<file path="src/rtl/frac_mclk_pkg.sv">
// Shared types for the fractional master clock enable generator.
// Assumes the source codes are only reported, never used to switch clocks here.
package frac_mclk_pkg;
    typedef enum logic [1:0] {
        SRC_XTAL  = 2'd0,
        SRC_PLL_A = 2'd1,
        SRC_PLL_B = 2'd2
    } src_e;
endpackage

</file>
<file path="src/rtl/frac_mclk_cfg.sv">
// Configuration holder: registers the control word on a write strobe and
// decodes the enable, source, pre-divider code and integer divisor fields.
// Assumes the field positions are given by parameters and do not overlap.
module frac_mclk_cfg
    import frac_mclk_pkg::*;
#(
    parameter int WORD_W  = 32,
    parameter int PRE_W   = 2,
    parameter int DIV_W   = 7,
    parameter int DIV_LSB = 0,
    parameter int PRE_LSB = 8,
    parameter int SEL_LSB = 13,
    parameter int EN_BIT  = 15
) (
    input  logic              clk,
    input  logic              rst_n,
    input  logic [WORD_W-1:0] wr_word,
    input  logic              wr_stb,
    output logic              en_bit,
    output logic [PRE_W-1:0]  pre_code,
    output logic [DIV_W-1:0]  div_val,
    output src_e              src
);
    logic [WORD_W-1:0] word_q;
    logic [1:0]        sel_raw;

    // Hold the last written word; reset clears every field.
    always_ff @(posedge clk) begin
        if (!rst_n)      word_q <= '0;
        else if (wr_stb) word_q <= wr_word;
    end

    // Pick the fields out of the stored word and decode the source pattern.
    always_comb begin
        en_bit   = word_q[EN_BIT];
        pre_code = word_q[PRE_LSB +: PRE_W];
        div_val  = word_q[DIV_LSB +: DIV_W];
        sel_raw  = word_q[SEL_LSB +: 2];
        case (sel_raw)
            2'b10:   src = SRC_PLL_A;
            2'b11:   src = SRC_PLL_B;
            default: src = SRC_XTAL;
        endcase
    end

    assert_src_legal_R7: assert property (@(posedge clk) disable iff (!rst_n)
        src != 2'd3);
endmodule

</file>
<file path="src/rtl/frac_mclk_prediv.sv">
// Pre-divider: counts (code + 3) doubled-reference cycles and raises a
// terminal tick on the last one. Assumes the caller holds run low for code 0.
module frac_mclk_prediv #(
    parameter int PRE_W = 2
) (
    input  logic             clk,
    input  logic             rst_n,
    input  logic             clr,
    input  logic             run,
    input  logic [PRE_W-1:0] code,
    output logic             tick
);
    localparam int MAX_CNT = (2 ** PRE_W) - 1 + 3;
    localparam int CNT_W   = $clog2(MAX_CNT + 1);

    logic [CNT_W-1:0] cnt;
    logic [CNT_W-1:0] lim;

    // Last count value of one pre-divider run.
    always_comb lim = CNT_W'(code) + CNT_W'(2);

    // Step through one run; restart on write, idle or terminal count.
    always_ff @(posedge clk) begin
        if (!rst_n || clr || !run) cnt <= '0;
        else if (cnt == lim)       cnt <= '0;
        else                       cnt <= cnt + 1'b1;
    end

    assign tick = run && (cnt == lim);

    assert_prediv_in_range_R2: assert property (@(posedge clk) disable iff (!rst_n)
        run |-> (cnt <= lim));
    assert_prediv_cleared_R8: assert property (@(posedge clk) disable iff (!rst_n)
        clr |=> (cnt == '0));
endmodule

</file>
<file path="src/rtl/frac_mclk_intdiv.sv">
// Integer divider: advances once per pre-divider tick and flags the tick
// that closes a full divisor count. Assumes run is low for a divisor of 0.
module frac_mclk_intdiv #(
    parameter int DIV_W = 7
) (
    input  logic             clk,
    input  logic             rst_n,
    input  logic             clr,
    input  logic             run,
    input  logic             step,
    input  logic [DIV_W-1:0] div,
    output logic             last
);
    logic [DIV_W-1:0] cnt;
    logic [DIV_W-1:0] top;

    // Last count value before wrapping.
    always_comb top = div - 1'b1;

    // Count pre-divider ticks; restart on write, idle or wrap.
    always_ff @(posedge clk) begin
        if (!rst_n || clr || !run) cnt <= '0;
        else if (step) begin
            if (cnt == top) cnt <= '0;
            else            cnt <= cnt + 1'b1;
        end
    end

    assign last = run && step && (cnt == top);

    assert_intdiv_cleared_R8: assert property (@(posedge clk) disable iff (!rst_n)
        clr |=> (cnt == '0));
    assert_intdiv_in_range_R4: assert property (@(posedge clk) disable iff (!rst_n)
        run |-> (cnt <= top));
endmodule

</file>
<file path="src/rtl/frac_mclk_gen.sv">
// Top: fractional pre-divided master clock enable generator. Runs at twice
// the source rate; emits one-cycle pulses every (code + 3) * divisor cycles.
// Assumes the selected source is switched outside; src_status only reports it.
module frac_mclk_gen
    import frac_mclk_pkg::*;
#(
    parameter int WORD_W  = 32,
    parameter int PRE_W   = 2,
    parameter int DIV_W   = 7,
    parameter int DIV_LSB = 0,
    parameter int PRE_LSB = 8,
    parameter int SEL_LSB = 13,
    parameter int EN_BIT  = 15
) (
    input  logic              clk,
    input  logic              rst_n,
    input  logic [WORD_W-1:0] cfg_word,
    input  logic              cfg_wr,
    output logic [1:0]        src_status,
    output logic              mclk_en
);
    logic             en_bit;
    logic [PRE_W-1:0] pre_code;
    logic [DIV_W-1:0] div_val;
    src_e             src;
    logic             active;
    logic             pre_tick;

    frac_mclk_cfg #(
        .WORD_W(WORD_W), .PRE_W(PRE_W), .DIV_W(DIV_W),
        .DIV_LSB(DIV_LSB), .PRE_LSB(PRE_LSB), .SEL_LSB(SEL_LSB), .EN_BIT(EN_BIT)
    ) cfg_i (
        .clk(clk), .rst_n(rst_n), .wr_word(cfg_word), .wr_stb(cfg_wr),
        .en_bit(en_bit), .pre_code(pre_code), .div_val(div_val), .src(src)
    );

    // Run only when enabled with a non-zero pre-divider and divisor.
    always_comb active = en_bit && (pre_code != '0) && (div_val != '0);

    frac_mclk_prediv #(.PRE_W(PRE_W)) prediv_i (
        .clk(clk), .rst_n(rst_n), .clr(cfg_wr), .run(active),
        .code(pre_code), .tick(pre_tick)
    );

    frac_mclk_intdiv #(.DIV_W(DIV_W)) intdiv_i (
        .clk(clk), .rst_n(rst_n), .clr(cfg_wr), .run(active),
        .step(pre_tick), .div(div_val), .last(mclk_en)
    );

    assign src_status = src;

    assert_single_cycle_R9: assert property (@(posedge clk) disable iff (!rst_n)
        mclk_en |=> !mclk_en);
    assert_pulse_needs_enable_R5: assert property (@(posedge clk) disable iff (!rst_n)
        mclk_en |-> en_bit);
    assert_pulse_needs_code_R3: assert property (@(posedge clk) disable iff (!rst_n)
        mclk_en |-> (pre_code != '0));
endmodule

</file>
<file path="config.mk">
export PLATFORM = sky130hd
export DESIGN_NAME = frac_mclk_gen
export DESIGN_NICKNAME = d
export VERILOG_FILES = /design/src/rtl/frac_mclk_pkg.sv /design/src/rtl/frac_mclk_cfg.sv /design/src/rtl/frac_mclk_prediv.sv /design/src/rtl/frac_mclk_intdiv.sv /design/src/rtl/frac_mclk_gen.sv
export SDC_FILE = /design/constraint.sdc
export NUM_CORES = 1
export LEC_CHECK = 0
export ABC_AREA = 0
export BUFFER_PORTS_ARGS = -buffer_cell sky130_fd_sc_hd__buf_2
export CORE_ASPECT_RATIO = 0.6
export CORE_UTILIZATION = 45
export DETAILED_ROUTE_END_ITERATION = 6
export PLACE_DENSITY = 0.72
export SETUP_SLACK_MARGIN = 0.2
export SYNTH_ARGS = -nofsm -noshare
export SYNTH_HDL_FRONTEND = slang
export SYNTH_SLANG_ARGS = --single-unit
</file>
<file path="constraint.sdc">
create_clock -name clk -period 2.7 [get_ports clk]
set_input_delay 0.27 -clock clk [delete_from_list [all_inputs] [get_ports clk]]
set_output_delay 0.27 -clock clk [all_outputs]
set_load 0.02 [all_outputs]
</file>
# After elaboration in Yosys (flattened, before gate mapping)
# Index checks and enable logic that the tools add are counted.
# totals
ff_bits	26
output_inout_bits	3
wordCells	25
in_bits	35
# classes
n_eq_ne	4
reduce_logical	12
n_addsub	4
mux	2
# ops
operator	count
7-bit by 1-bit adder with 7-bit output (second input constant)	1
7-bit equality test	1
7-bit two-way mux	1
7-bit nonzero test	1
7-bit by 1-bit subtractor with 7-bit output (second input constant)	1
1-bit logical AND	5
2-bit equality test (second input constant)	2
2-bit case mux with 2 select lines	1
2-bit by 2-bit adder with 3-bit output (second input constant)	1
3-bit by 1-bit adder with 3-bit output (second input constant)	1
3-bit equality test	1
1-bit zero test	2
1-bit logical OR	2
2-bit nonzero test	1
2-bit OR reduction	1

# Longest topological paths before layout
# Gate-level depths: netlist of the first run.
# logic_depth
ltp_word	6
depth_mapped	8
ltp_nobuf	8

# By module
# A second synthesis of the first run with hierarchy kept.
# unflattened
hier_cells	127
area_unflattened_um2	1214.9
# modules_own_cells
module	seq_area_each_um2	cells_each	area_per_inst_um2	instances
frac_mclk_cfg	240.2	49	530.5	1
frac_mclk_intdiv	140.1	60	510.5	1
frac_mclk_prediv	60.1	14	146.4	1
frac_mclk_gen	0.0	4	27.5	1

# Worst setup path before layout of the first run
# No wires, ideal clock.
# synth_timing
path_type	register -> output
startpoint	register cfg_i.word_q[0]
endpoint	output mclk_en
required_ps	2430
t_arrival_ps	2002
slack_ps	428
path_stages_with_launch	8
path_cell_list	dfxtp_1 > inv_1 > ha_1 > nor2b_1 > o21a_1 > o31a_1 > a2111o_1 > nor2_1
# synth_between
elab_chain_len	5
word_cells_on_any_way	7
# synth_lines
item	line_no	source
start, declared	frac_mclk_cfg.sv:24	logic [WORD_W-1:0] word_q;
start signal, assigned	frac_mclk_cfg.sv:30	else if (wr_stb) word_q <= wr_word;
branches (longest 4 deep; another with 7-bit by 1-bit subtractor with 7-bit output)	n/a	
1-bit logical AND (*)	frac_mclk_intdiv.sv:29	assign last = run && step && (cnt == top);
end, declared	frac_mclk_gen.sv:20	output logic mclk_en
# Mark *: on every way between the ends.

# Worst setup path in the final report of the first run
# Same ends and word-level chain as after synthesis.

==> metrics list, run 1 <==
- Height of the die: between 40 and 50 um
- Final Skew: 4.50 ps
- The path with the worst hold slack has its endpoint at cfg_i.word_q[0].
- Final routed wire length divided by cell count: 13.3 um
- Worst hold path startpoint: cfg_word[0]
* Worst min-delay path category: input pin to flip-flop
- Period minus WS final: 2510 ps
* Vias/cell: ~5.3
- Worst endpoint required time: about 2400 ps
- Average cell area after synthesis: 8.86 um2
- TritonCTS clock tree: built
- Counting instances, the worst hold path has a depth of 3.
- Fin. max-slew vios: 0
* Relative slew slack: 0.691
- Summing every instance area after synthesis gives 1150 um2.
- IR analysis of the VDD net gives a maximum drop of 0.293 mV.
- Proportion of synthesized chip area in sequential cells: 0.382
- After detailed routing, the number of remaining DRC violations is 0.
- The initial utilization of the core area, before any placement, comes to 0.502.
* Data arrival time at the worst-slack endpoint: 2240 ps
- Startpoint type of the worst setup path: flip-flop
- The detailed router finished its first iteration with 26 violations.
* Clock insertion delay at the later pin of the skew report: 260 ps
- Ys Warns: 0
- Count of endpoints failing hold in the final timing report: 0
- Total of max-cap violations: 0
* CP endpoint kind: primary output
- I/O Pins: 38
* F_max: 0.398 GHz
* Detailed-route via count: around 950
- Standard-cell rows: 13
* Met1 layer wirelength in the final routing: 1080 um
* Standard cell area after detailed placement: around 1300 um2
- Port Buffers: 17
- Wire segments on met3 add up to 209 um in the final route.
- Weighted congestion at the end of routability-driven global placement: 0.847
* Transition time at the pin with the least slew margin: 462 ps
- Power density relative to cell area: approximately 460 nW/um2
- Max Used Layer: met4
- Count of endpoints failing setup in the final report: 0
- Cell internal pwr: 479 uW
- Entering global routing, the biggest net connects 14 pins.
- CTS clk-pin slew, worst paths: 80 ps
- The worst register-to-register path ends at intdiv_i.cnt[6].
- The floorplan step defined a die boundary enclosing 2770 um2.
- Number of optimization iterations in the first detailed-route pass: 4
* Area share of the largest cell type after synthesis: 0.382
- Antenna cells: 0
- The first global-routing pass estimated 4000 um of wire.
* Status: finished, final reports clean
* Portion of total power attributed to the clock network: 0.321
- Of all cell types, the one taking the most synthesized area is sky130_fd_sc_hd__dfxtp_1.
- Adding up every negative setup slack in the final design gives 0 ps.
- Of the total power, the share spent switching nets is 0.245.
* Max Root-Sink Buffers: 2
- CTS Hold Bufs: 0
* Overall global routing resource usage: 0.209
* Flop2flop setup slack: 510 ps
* Register bit total from synthesis: 22
- After synthesis, the netlist uses 31 different library cells.
- Horizontal extent of the die: ~67 um
* Post-detailed-placement half-perimeter wirelength: 1820 um
- Launch instance of the worst register-to-register path: cfg_i.word_q[0]
* Core region area: 2290 um2
* H-tree depth reported by CTS: 1
- Once layout is done, the placed cells without fillers occupy 1370 um2.
* Vias in the first global route: 902
- Category of the critical setup timing path: flip-flop to primary output
- Yosys attributes the largest share of cell area to sky130_fd_sc_hd__dfxtp_1 (38%), sky130_fd_sc_hd__mux2i_1 (9.6%), sky130_fd_sc_hd__nor2b_1 (8.7%).
- Met2 wire len: 1080 um
- Register-to-Register Path Depth: 8
- Nets in the synthesized netlist: around 170
- Of the total power, combinational logic draws 0.131.
* Share of power burned in registers: 0.548
- Post-synthesis cell count: 130
- In this run the remaining antenna-violating nets after routing total 0.
- Total clock buffers created by CTS: 3
- The analysis attributes to net switching a power of 156 uW.
* Root buffer cell: sky130_fd_sc_hd__clkbuf_8
- Of all nets on the critical path, the largest fanout is 3.
- The routed design has about 2400 um of wire.
- Portion of the clock cycle consumed by the worst path in the final layout: 0.930
- Leakage power of the design: 0.561 nW
- Of the cells placed in the final design, the portion with a size suffix greater than 1 is 0.225.
- Number of antenna violations at the first check in global routing: 0
* Setup repair after global routing missed its margin: true
- Total clock sinks: 22
* Layout Area Growth over Synthesis: 18.5%
- The total overflow left after global routing is 0.
- Final layout net count: 192
## worst max-delay path by stage
stage / start / depth (start not counted) / endpoint / slack (ps)
2_1_floorplan: cfg_i.word_q[0] / 7 / mclk_en / 430
3_3_place_gp: cfg_i.word_q[1] / 8 / mclk_en / 410
3_5_place_dp: cfg_i.word_q[1] / 8 / mclk_en / 360
4_1_cts: cfg_i.word_q[0] / 7 / mclk_en / 200
5_1_grt: cfg_i.word_q[0] / 7 / mclk_en / 120
6_report: cfg_i.word_q[0] / 7 / mclk_en / 190
## cells in the mapped netlist
cell type,n
sky130_fd_sc_hd__a2111o_1,1
sky130_fd_sc_hd__nand4_1,1
sky130_fd_sc_hd__and2_1,1
sky130_fd_sc_hd__o21bai_4,1
sky130_fd_sc_hd__a31oi_1,2
sky130_fd_sc_hd__mux2i_1,11
sky130_fd_sc_hd__or2_2,1
sky130_fd_sc_hd__nand3b_1,1
sky130_fd_sc_hd__clkbuf_1,1
sky130_fd_sc_hd__a21oi_1,5
sky130_fd_sc_hd__or3b_2,1
sky130_fd_sc_hd__o31a_1,1
sky130_fd_sc_hd__buf_1,1
sky130_fd_sc_hd__nand4b_1,1
sky130_fd_sc_hd__and3_2,1
sky130_fd_sc_hd__buf_4,1
sky130_fd_sc_hd__dfxtp_1,22
sky130_fd_sc_hd__xor2_1,6
sky130_fd_sc_hd__inv_1,5
sky130_fd_sc_hd__a211oi_1,1
sky130_fd_sc_hd__nor2b_1,16
sky130_fd_sc_hd__o21a_1,1
sky130_fd_sc_hd__nand2_1,6
sky130_fd_sc_hd__or4_1,1
sky130_fd_sc_hd__nor3_1,7
sky130_fd_sc_hd__o21ai_0,1
sky130_fd_sc_hd__o31ai_1,2
sky130_fd_sc_hd__xnor2_1,6
sky130_fd_sc_hd__ha_1,4
sky130_fd_sc_hd__nand3_1,5
sky130_fd_sc_hd__nor2_1,16
## layout make-up
class / count / area, um2
tap: 30 / 37.5
inverter: 5 / 18.8
fill: 197 / 928
clock buffer: 3 / 41.3
sequential: 22 / 444
multi-input combinational: 100 / 702
timing repair buffer: 21 / 121
## power groups by stage
stage / registers [mW] / clock network [mW] / logic, mW
6_report: 0.348 / 0.204 / 0.0831
5_1_grt: 0.350 / 0.225 / 0.0924
4_1_cts: 0.347 / 0.207 / 0.0750
3_5_place_dp: 0.354 / 0 / 0.0744
3_3_place_gp: 0.353 / 0 / 0.0703
2_1_floorplan: 0.351 / 0 / 0.0519
## logic make-up after synthesis
family                   count (synthesis)  share of synthesized area
buffers and inverters                    8                     0.0293
AO/OA/AOI/OAI                           15                     0.0966
flip-flops                              22                      0.382
multiplexers                            11                     0.0956
AND/OR/NAND/NOR                         58                      0.262
XOR/XNOR                                12                     0.0912
adder cells (fa/ha/maj)                  4                     0.0434
## stage by stage
step                setup WS, ps  power [mW]  cells  utilization  hold WS, ps
global placement             412       0.424    175        0.553          443
floorplan                    428       0.403    130            -          398
global route                 121       0.667    181        0.595          267
finish                       189       0.635    181        0.595          260
detailed placement           360       0.429    175        0.553          465
CTS                          204       0.628    179        0.575          264
## worst max-delay path, stage by stage, from the launching register on
cell                       delay, ps
sky130_fd_sc_hd__dfxtp_2         330
sky130_fd_sc_hd__buf_6           110
sky130_fd_sc_hd__or4_4           490
sky130_fd_sc_hd__a31oi_4         210
sky130_fd_sc_hd__o31ai_2          90
sky130_fd_sc_hd__a2111o_1        460
sky130_fd_sc_hd__nor2_1          110
sky130_fd_sc_hd__buf_4           160
## cells in the final DEF, fill, tap and decap left out, types with 5 or more instances in the layout
cell type | netlist | final
sky130_fd_sc_hd__nand3_1 | 5 | 5
sky130_fd_sc_hd__mux2i_1 | 11 | 11
sky130_fd_sc_hd__nor2b_1 | 16 | 16
sky130_fd_sc_hd__nand2_1 | 6 | 6
sky130_fd_sc_hd__buf_2 | 0 | 16
sky130_fd_sc_hd__inv_1 | 5 | 5
sky130_fd_sc_hd__xor2_1 | 6 | 6
sky130_fd_sc_hd__xnor2_1 | 6 | 6
sky130_fd_sc_hd__nor3_1 | 7 | 7
sky130_fd_sc_hd__nor2_1 | 16 | 16
sky130_fd_sc_hd__a21oi_1 | 5 | 5
sky130_fd_sc_hd__dfxtp_1 | 22 | 19
## flip-flops by register name, indices dropped and copies added, names as in the netlist
name / count
intdiv_i.cnt: 7
prediv_i.cnt: 3
cfg_i.word_q: 12
## repair_timing
action | 4_1_cts | 5_1_grt
setup endpoints to repair | 1 | 1
pin swaps | 1 | 4
setup buffers | 1 | 2
hold endpoints to repair | 0 | 0
resized for setup | 1 | 7
## per-layer routing
metal | global-route usage | vias up
met5 | 0 | -
met4 | 0.0691 | 0
met3 | 0.0667 | 6
met2 | 0.363 | 37
met1 | 0.251 | 426
li1 | - | 485
No activity file was read; power rests on OpenSTA's default activity.
==> run 2, diff against run 1 <==
--- a/config.mk
+++ b/config.mk
@@ -8,10 +8,11 @@
 export ABC_AREA = 0
 export BUFFER_PORTS_ARGS = -buffer_cell sky130_fd_sc_hd__buf_2
 export CORE_ASPECT_RATIO = 0.6
-export CORE_UTILIZATION = 45
+export CORE_UTILIZATION = 44
 export DETAILED_ROUTE_END_ITERATION = 6
-export PLACE_DENSITY = 0.72
+export PLACE_DENSITY = 0.74
 export SETUP_SLACK_MARGIN = 0.2
+export SLEW_MARGIN = 30
 export SYNTH_ARGS = -nofsm -noshare
 export SYNTH_HDL_FRONTEND = slang
 export SYNTH_SLANG_ARGS = --single-unit
==> constraint.sdc (replaced) <==
create_clock -name clk -period 2.3 [get_ports clk]
set_input_delay 0.23 -clock clk [delete_from_list [all_inputs] [get_ports clk]]
set_output_delay 0.23 -clock clk [all_outputs]
set_load 0.02 [all_outputs]
==> metrics list, run 2 (same netlist as run 1, synthesis figures left out) <==
- The vertical die dimension is 41.6 um (+1.1%).
- Derived from the worst setup path, the maximum achievable clock frequency is 0.440 GHz.
* Final layout net count: 193 (+0.52%)
- The count of input and output buffers is 17 (unchanged).
* Horizontal extent of the die: 68.1 um (+1.1%)
* Startpoint type of the worst setup path: flip-flop
- Clock insertion delay at the later pin of the skew report: 260 ps (about the same)
* Register containing the most flip-flops in the final layout: cfg_i.word_q
- The number of rows in the core area was 13 (unchanged).
* Largest net degree at the start of global routing: 14 (unchanged)
- Remaining number of nets flagged by the antenna check after routing: 0 (unchanged)
* Count of endpoints failing hold in the final timing report: 0 (unchanged)
- Fraction of layout instances using a drive strength above 1: 0.248 (+0.0232)
* Antenna cells: 0 (unchanged)
- Transition time at the pin with the least slew margin: 369 ps (-92.7 ps)
- Number of antenna violations at the first check in global routing: 0 (unchanged)
* Detailed-route via count: 947 (-0.73%)
- The number of instances on the worst hold path was 3 (unchanged).
- Overall global routing resource usage: 0.189 (-0.0194)
- In this run the most critical hold path is launched from cfg_word[9].
- The maximum resistive drop on vdd was 0.402 mV (+37%).
* Portion of the clock cycle consumed by the worst path in the final layout: 0.989
- The number of DRC violations after detailed routing was 0 (unchanged).
- Post-detailed-placement half-perimeter wirelength: 1850 um (+1.4%)
- Leaving out fill and tap cells, the most frequent cell in the layout is sky130_fd_sc_hd__dfxtp_1.
- I/O Pins: 38 (unchanged)
- Power density relative to cell area: 558 nW/um2 (+20%)
* Status: finished, final reports clean
* Met3 Track Usage GR: 0.0659 (-0.000733)
* Fin. max-slew vios: 0 (unchanged)
- The flip-flop count of the largest register after layout is 12 (unchanged).
- The area of all placed cells without fillers was 1390 um2 (+2.1%).
- Global-route met1 utilization: 0.268 (+0.0172)
- The required time reported for the critical path endpoint came to 2070 ps (-360 ps).
- The placed cell area came to 1300 um2 (+2.4%).
- The clock transition time at the flip-flop clock pins of the worst setup and hold paths came to 80 ps (about the same).
* Vias in the first global route: 864 (-4.2%)
- Worst hold endpoint: cfg_i.word_q[9]
* Count of endpoints failing setup in the final report: 0 (unchanged)
- The total clock buffers created by CTS came to 3 (unchanged).
- Drt initial violations: 53 (+100%)
- The cell depth of the worst flop-to-flop path is 7 (-1).
- M2 GR Usage: 0.269 (-0.0939)
- TritonCTS built the clock tree.
- Setup repair after global routing could not meet its margin everywhere.
- The worst register-to-register path begins at cfg_i.word_q[0].
- Final Skew: 5.63 ps (+1.13 ps)
* Flop2flop setup slack: 240 ps (-270 ps)
- The critical path is of the flip-flop to primary output type.
* Vias/cell: 5.17 (-1.8%)
- Top library cells by usage in the layout, fill and taps aside: sky130_fd_sc_hd__dfxtp_1 (19), sky130_fd_sc_hd__buf_2 (16), sky130_fd_sc_hd__nor2b_1 (15), sky130_fd_sc_hd__nor2_1 (14), sky130_fd_sc_hd__mux2i_1 (11)
- The number of filler cells placed in the layout is 198 (+0.51%).
* CP endpoint kind: primary output
- The power consumption came to 778 uW (+23%).
- Root buffer cell: sky130_fd_sc_hd__clkbuf_8
- Weighted congestion at the end of routability-driven global placement: 0.879 (+3.8%)
- The total grt overflow is 0 (unchanged).
- The largest buffer count on any clock path came to 2 (unchanged).
- The worst register-to-register path ends at intdiv_i.cnt[6].
- Total clock sinks: 22 (unchanged)
* Largest registers: cfg_i.word_q: 12 flops, intdiv_i.cnt: 7 flops, prediv_i.cnt: 3 flops
- The data arrival time of the critical path is 2040 ps (-200 ps).
- Most heavily used metal layer in global routing: met2
- The full die area came to 2830 um2 (+2.2%).
- The number of optimization iterations in the first detailed-route pass is 4 (unchanged).
- Leakage power of the design: 0.579 nW (+3.2%)
- The tightest min-delay check is of the input pin to flip-flop type.
* Period minus WS final: 2270 ps
* Relative slew slack: 0.754 (+0.0627)
- Layout Area Growth over Synthesis: 21.0%
- H-tree depth reported by CTS: 1 (unchanged)
- Highest fanout seen on the critical path: 4 (+1)
- The area inside the core boundary came to 2310 um2 (+0.71%).
- Total of max-cap violations: 0 (unchanged)
- The number of hold buffers added after cts was 0 (unchanged).
* Final routed wire length divided by cell count: 13.2 um (-0.85%)
- Starting density of the core: 0.499 (-0.00354)
* Final wirelength: 2420 um (+0.25%)
- Global-route wire length before repair: 4000 um (unchanged)
run 2: changes by cell type in the layout (fill, tap and decap cells not counted), sizes merged:
cell,delta
clkbuf,+1
buf,+1
run 2: stage by stage:
step                setup WS, ps  cells  utilization  hold WS (ps)  setup TNS, ps
floorplan                    280    130            -           358              0
global placement             153    178        0.562           444              0
detailed placement           122    178        0.562           451              0
CTS                         23.2    183        0.600           220              0
global route               -54.3    183        0.603           231          -54.3
finish                      25.9    183        0.603           223              0
run 2: timing repair:
item | 4_1_cts | 5_1_grt
pin swaps | 2 | 5
setup endpoints to repair | 7 | 7
buffers inserted | 1 | 0
gates resized for setup | 9 | 3
run 2: cell type report:
cell class	instances	area, um2	area share
sequential	22	447	0.320
clock buffer	4	55.1	0.0395
tap	30	37.5	0.0269
inverter	5	18.8	0.0135
timing repair buffer	22	133	0.0952
multi-input combinational	100	703	0.504
run 2: where the power goes:
part / internal (mW) / total, mW / leakage (nW) / switching, mW
Combinational: 0.0489 / 0.0921 / 0.370 / 0.0432
Clock: 0.153 / 0.277 / 0.0288 / 0.124
Sequential: 0.393 / 0.409 / 0.181 / 0.0157
run 2: layer usage:
| metal | wire (um) | vias up | share of wire |
|---|---|---|---|
| li1 | - | 488 | - |
| met1 | 1230 | 438 | 0.51 |
| met2 | 1060 | 19 | 0.44 |
| met3 | 107 | 2 | 0.044 |
| met4 | 21 | 0 | 0.0087 |
| met5 | 0 | - | 0 |
run 2: how the worst max path moves through the flow:
stage                                  to       startpoint
after floorplan                   mclk_en  cfg_i.word_q[0]
after global placement    intdiv_i.cnt[3]  cfg_i.word_q[0]
after detailed placement  intdiv_i.cnt[6]  cfg_i.word_q[0]
after CTS                         mclk_en  cfg_i.word_q[0]
after global routing              mclk_en  cfg_i.word_q[0]
final                             mclk_en  cfg_i.word_q[0]
run 2: critical path: stages, from the launching register on:
cell and delay (ps):
sky130_fd_sc_hd__dfxtp_2 340, sky130_fd_sc_hd__or4_1 500, sky130_fd_sc_hd__a31oi_1 170, sky130_fd_sc_hd__o31ai_1 90, sky130_fd_sc_hd__a2111o_1 450, sky130_fd_sc_hd__nor2_4 110
sky130_fd_sc_hd__buf_6 120
==> run 3, diff against run 2 <==
--- a/config.mk
+++ b/config.mk
@@ -7,7 +7,6 @@
 export LEC_CHECK = 0
 export ABC_AREA = 0
 export BUFFER_PORTS_ARGS = -buffer_cell sky130_fd_sc_hd__buf_2
-export CORE_ASPECT_RATIO = 0.6
 export CORE_UTILIZATION = 44
 export DETAILED_ROUTE_END_ITERATION = 6
 export PLACE_DENSITY = 0.74
==> constraint.sdc (replaced) <==
create_clock -name clk -period 2.3 [get_ports clk]
set_input_delay 0.345 -clock clk [delete_from_list [all_inputs] [get_ports clk]]
set_output_delay 0.345 -clock clk [all_outputs]
set_load 0.02 [all_outputs]
==> metrics list, run 3 (same netlist as run 1, synthesis figures left out) <==
- The data arrival time of the critical path is 2100 ps (+60 ps).
- The flow ran to the end, but the final reports show violations.
- The number of failing setup endpoints in the final timing report is 1 (+1).
- Filler Cell Count: 239 (+21%)
- The final reports fail on negative setup slack.
- The final routed wirelength across all metal layers was 2440 um (+1.1%).
- Startpoint type of the worst setup path: flip-flop
- Combined flip-flop and latch cell area: 449 um2 (+0.56%)
- Post-placement cell count: 179 (+0.56%)
* Worst slack after detailed placement: 85.1 ps (-36.5 ps)
- The met1 usage came to 0.211 (-0.0577).
- The critical path is of the flip-flop to primary output type.
- TritonCTS built the clock tree.
- Final Instance Area: 1430 um2 (+2.3%)
- The global routing usage on met3 is 0.0661 (+0.000158).
- The horizontal extent of the die came to 53.2 um (-22%).
* Setup repair after global routing missed its margin: true
- Vias/cell: 5.23 (+0.98%)
- Worst hold slack across all endpoints: 283 ps (+60.2 ps)
- The largest fanout of any net on the critical path came to 3 (-1).
- Clock insertion delay at the later pin of the skew report: 310 ps (+50 ps)
- The power per cell area was 570 nW/um2 (+2.1%).
- Largest net degree at the start of global routing: 14 (unchanged)
- The number of optimization iterations in the first detailed-route pass came to 4 (unchanged).
- Fraction of layout instances using a drive strength above 1: 0.276 (+0.0273)
- The full die area was 2830 um2 (-0.24%).
* Residual DRC count: 0 (unchanged)
- The number of top-level pins is 38 (unchanged).
- The transition time of the tightest slew-check pin is 362 ps (-6.79 ps).
- Relative to the synthesized area, the layout overhead comes to 23.8%.
* Root buffer cell: sky130_fd_sc_hd__clkbuf_4
* Vias in the first global route: 909 (+5.2%)
- The vertical die dimension came to 53.2 um (+28%).
* Relative slew slack: 0.758 (+0.00453)
* F_max: 0.409 GHz (-7.0%)
- The number of hold buffers added after cts came to 0 (unchanged).
- The final RePlAce weighted congestion was 0.842 (-4.3%).
- Fin. max-slew vios: 0 (unchanged)
* Standard-cell rows: 18 (+5)
- The placed cell area came to 1310 um2 (+1.3%).
- Worst endpoint required time: 1960 ps (-110 ps)
- The met2 track utilization from global routing is 0.369 (+0.101).
* Most heavily used metal layer in global routing: met2
- Overall global routing resource usage: 0.203 (+0.0135)
- The area inside the core boundary was 2480 um2 (+7.3%).
* Max Root-Sink Buffers: 2 (unchanged)
* Global-route wire length before repair: 3990 um (-0.18%)
* Non-filler cells in the finished layout: 186 (+1.6%)
- Detailed-route via count: 972 (+2.6%)
- More flip-flops sit in one register than any other, and that register is cfg_i.word_q.
- The count of input and output buffers was 17 (unchanged).
- The initial DRC count is 11 (-79%).
- Worst setup margin: -146 ps (-172 ps)
- Peak supply drop: 0.373 mV (-7.2%)
- The total grt overflow came to 0 (unchanged).
- Final Skew: 4.08 ps (-1.55 ps)
* CTS clk-pin slew, worst paths: 130 ps (+50 ps)
- Total clock sinks: 22 (unchanged)
- Top library cells by usage in the layout, fill and taps aside: sky130_fd_sc_hd__dfxtp_1 (19), sky130_fd_sc_hd__buf_2 (16), sky130_fd_sc_hd__nor2b_1 (15), sky130_fd_sc_hd__nor2_1 (15), sky130_fd_sc_hd__mux2i_1 (11)
* Largest registers: cfg_i.word_q: 12 flops, intdiv_i.cnt: 7 flops, prediv_i.cnt: 3 flops
- The static power due to leakage came to 0.596 nW (+2.8%).
- Period minus WS final: 2450 ps (+172 ps)
- Final layout net count: 196 (+1.6%)
- Area used by multi-input combinational logic: 714 um2 (+1.6%)
- The library cell used most frequently in the layout, excluding fill and tap cells, is sky130_fd_sc_hd__dfxtp_1.
- Worst min-delay path category: input pin to flip-flop
* Flip-flop count of the largest register, all copies and words added: 12 (unchanged)
- CP endpoint kind: primary output
- The max-cap violation count came to 0 (unchanged).
- Count of endpoints failing hold in the final timing report: 0 (unchanged)
- Final routed wire length divided by cell count: 13.1 um (-0.55%)
- The number of diodes added for antenna fixing came to 0 (unchanged).
* Starting density of the core: 0.465 (-0.0338)
- The level count of the clock H-tree is 1 (unchanged).
- The initial antenna violation count was 0 (unchanged).
* Total clock buffers created by CTS: 3 (unchanged)
- Portion of the clock cycle consumed by the worst path in the final layout: 1.06 (+0.0749)
- Remaining number of nets flagged by the antenna check after routing: 0 (unchanged)
* Post-detailed-placement half-perimeter wirelength: 1730 um (-6.5%)
==> run 3: cell types whose count changed in the layout (fill, tap and decap cells not counted), sizes merged <==
| cell | previous run | this run |
|---|---|---|
| clkbuf | 4 | 3 |
| bufinv | 0 | 1 |
| buf | 22 | 25 |
==> run 3: area by class of cell <==
type	count	share of cell area
multi-input combinational	100	0.501
inverter	5	0.0149
tap	30	0.0263
clock buffer	3	0.0158
clock inverter	1	0.0211
sequential	22	0.315
timing repair buffer	25	0.106
==> run 3: per-layer routing <==
layer  routed length (um)  share of wire
met5                    0              0
met4                   39          0.016
met3                   67          0.027
met2                 1260           0.52
met1                 1080           0.44
==> run 3: path summary, 6_finish.rpt <==
check / start / to / slack [ps] / cells after the start
worst min register to register: prediv_i.cnt[0] / prediv_i.cnt[0] / 480 / 1
worst min-delay path: cfg_word[9] / cfg_i.word_q[9] / 280 / 3
worst max-delay path: cfg_i.word_q[1] / mclk_en / -150 / 6
worst max register to register: cfg_i.word_q[1] / intdiv_i.cnt[3] / 250 / 7
==> run 3: power by group <==
group          leakage, nW  switching, mW  internal, mW  total [mW]
clock network       0.0279          0.123         0.176       0.299
registers            0.181         0.0139         0.393       0.407
logic                0.386         0.0492        0.0572       0.106
total                0.596          0.186         0.626       0.813
==> run 3: repair_timing <==
action / 4_1_cts / 5_1_grt
hold endpoints to repair: 0 / 0
endpoints found under the setup margin: 7 / 7
pin swaps: 6 / 1
resized for setup: 12 / 1
setup buffers: 3 / 0
==> run 3: critical path, stage by stage, from the launching register on <==
cell	delay [ps]
sky130_fd_sc_hd__dfxtp_4	370
sky130_fd_sc_hd__or4_4	500
sky130_fd_sc_hd__a31oi_1	140
sky130_fd_sc_hd__o31ai_1	110
sky130_fd_sc_hd__a2111o_1	450
sky130_fd_sc_hd__nor2_4	110
sky130_fd_sc_hd__buf_6	120
==> run 3: metrics by stage <==
step / power (mW) / util / setup TNS [ps]
after CTS: 0.815 / 0.574 / -178
after global routing: 0.849 / 0.576 / -238
after floorplan: 0.476 / - / 0
final: 0.813 / 0.576 / -146
after detailed placement: 0.507 / 0.530 / 0
after global placement: 0.502 / 0.530 / 0
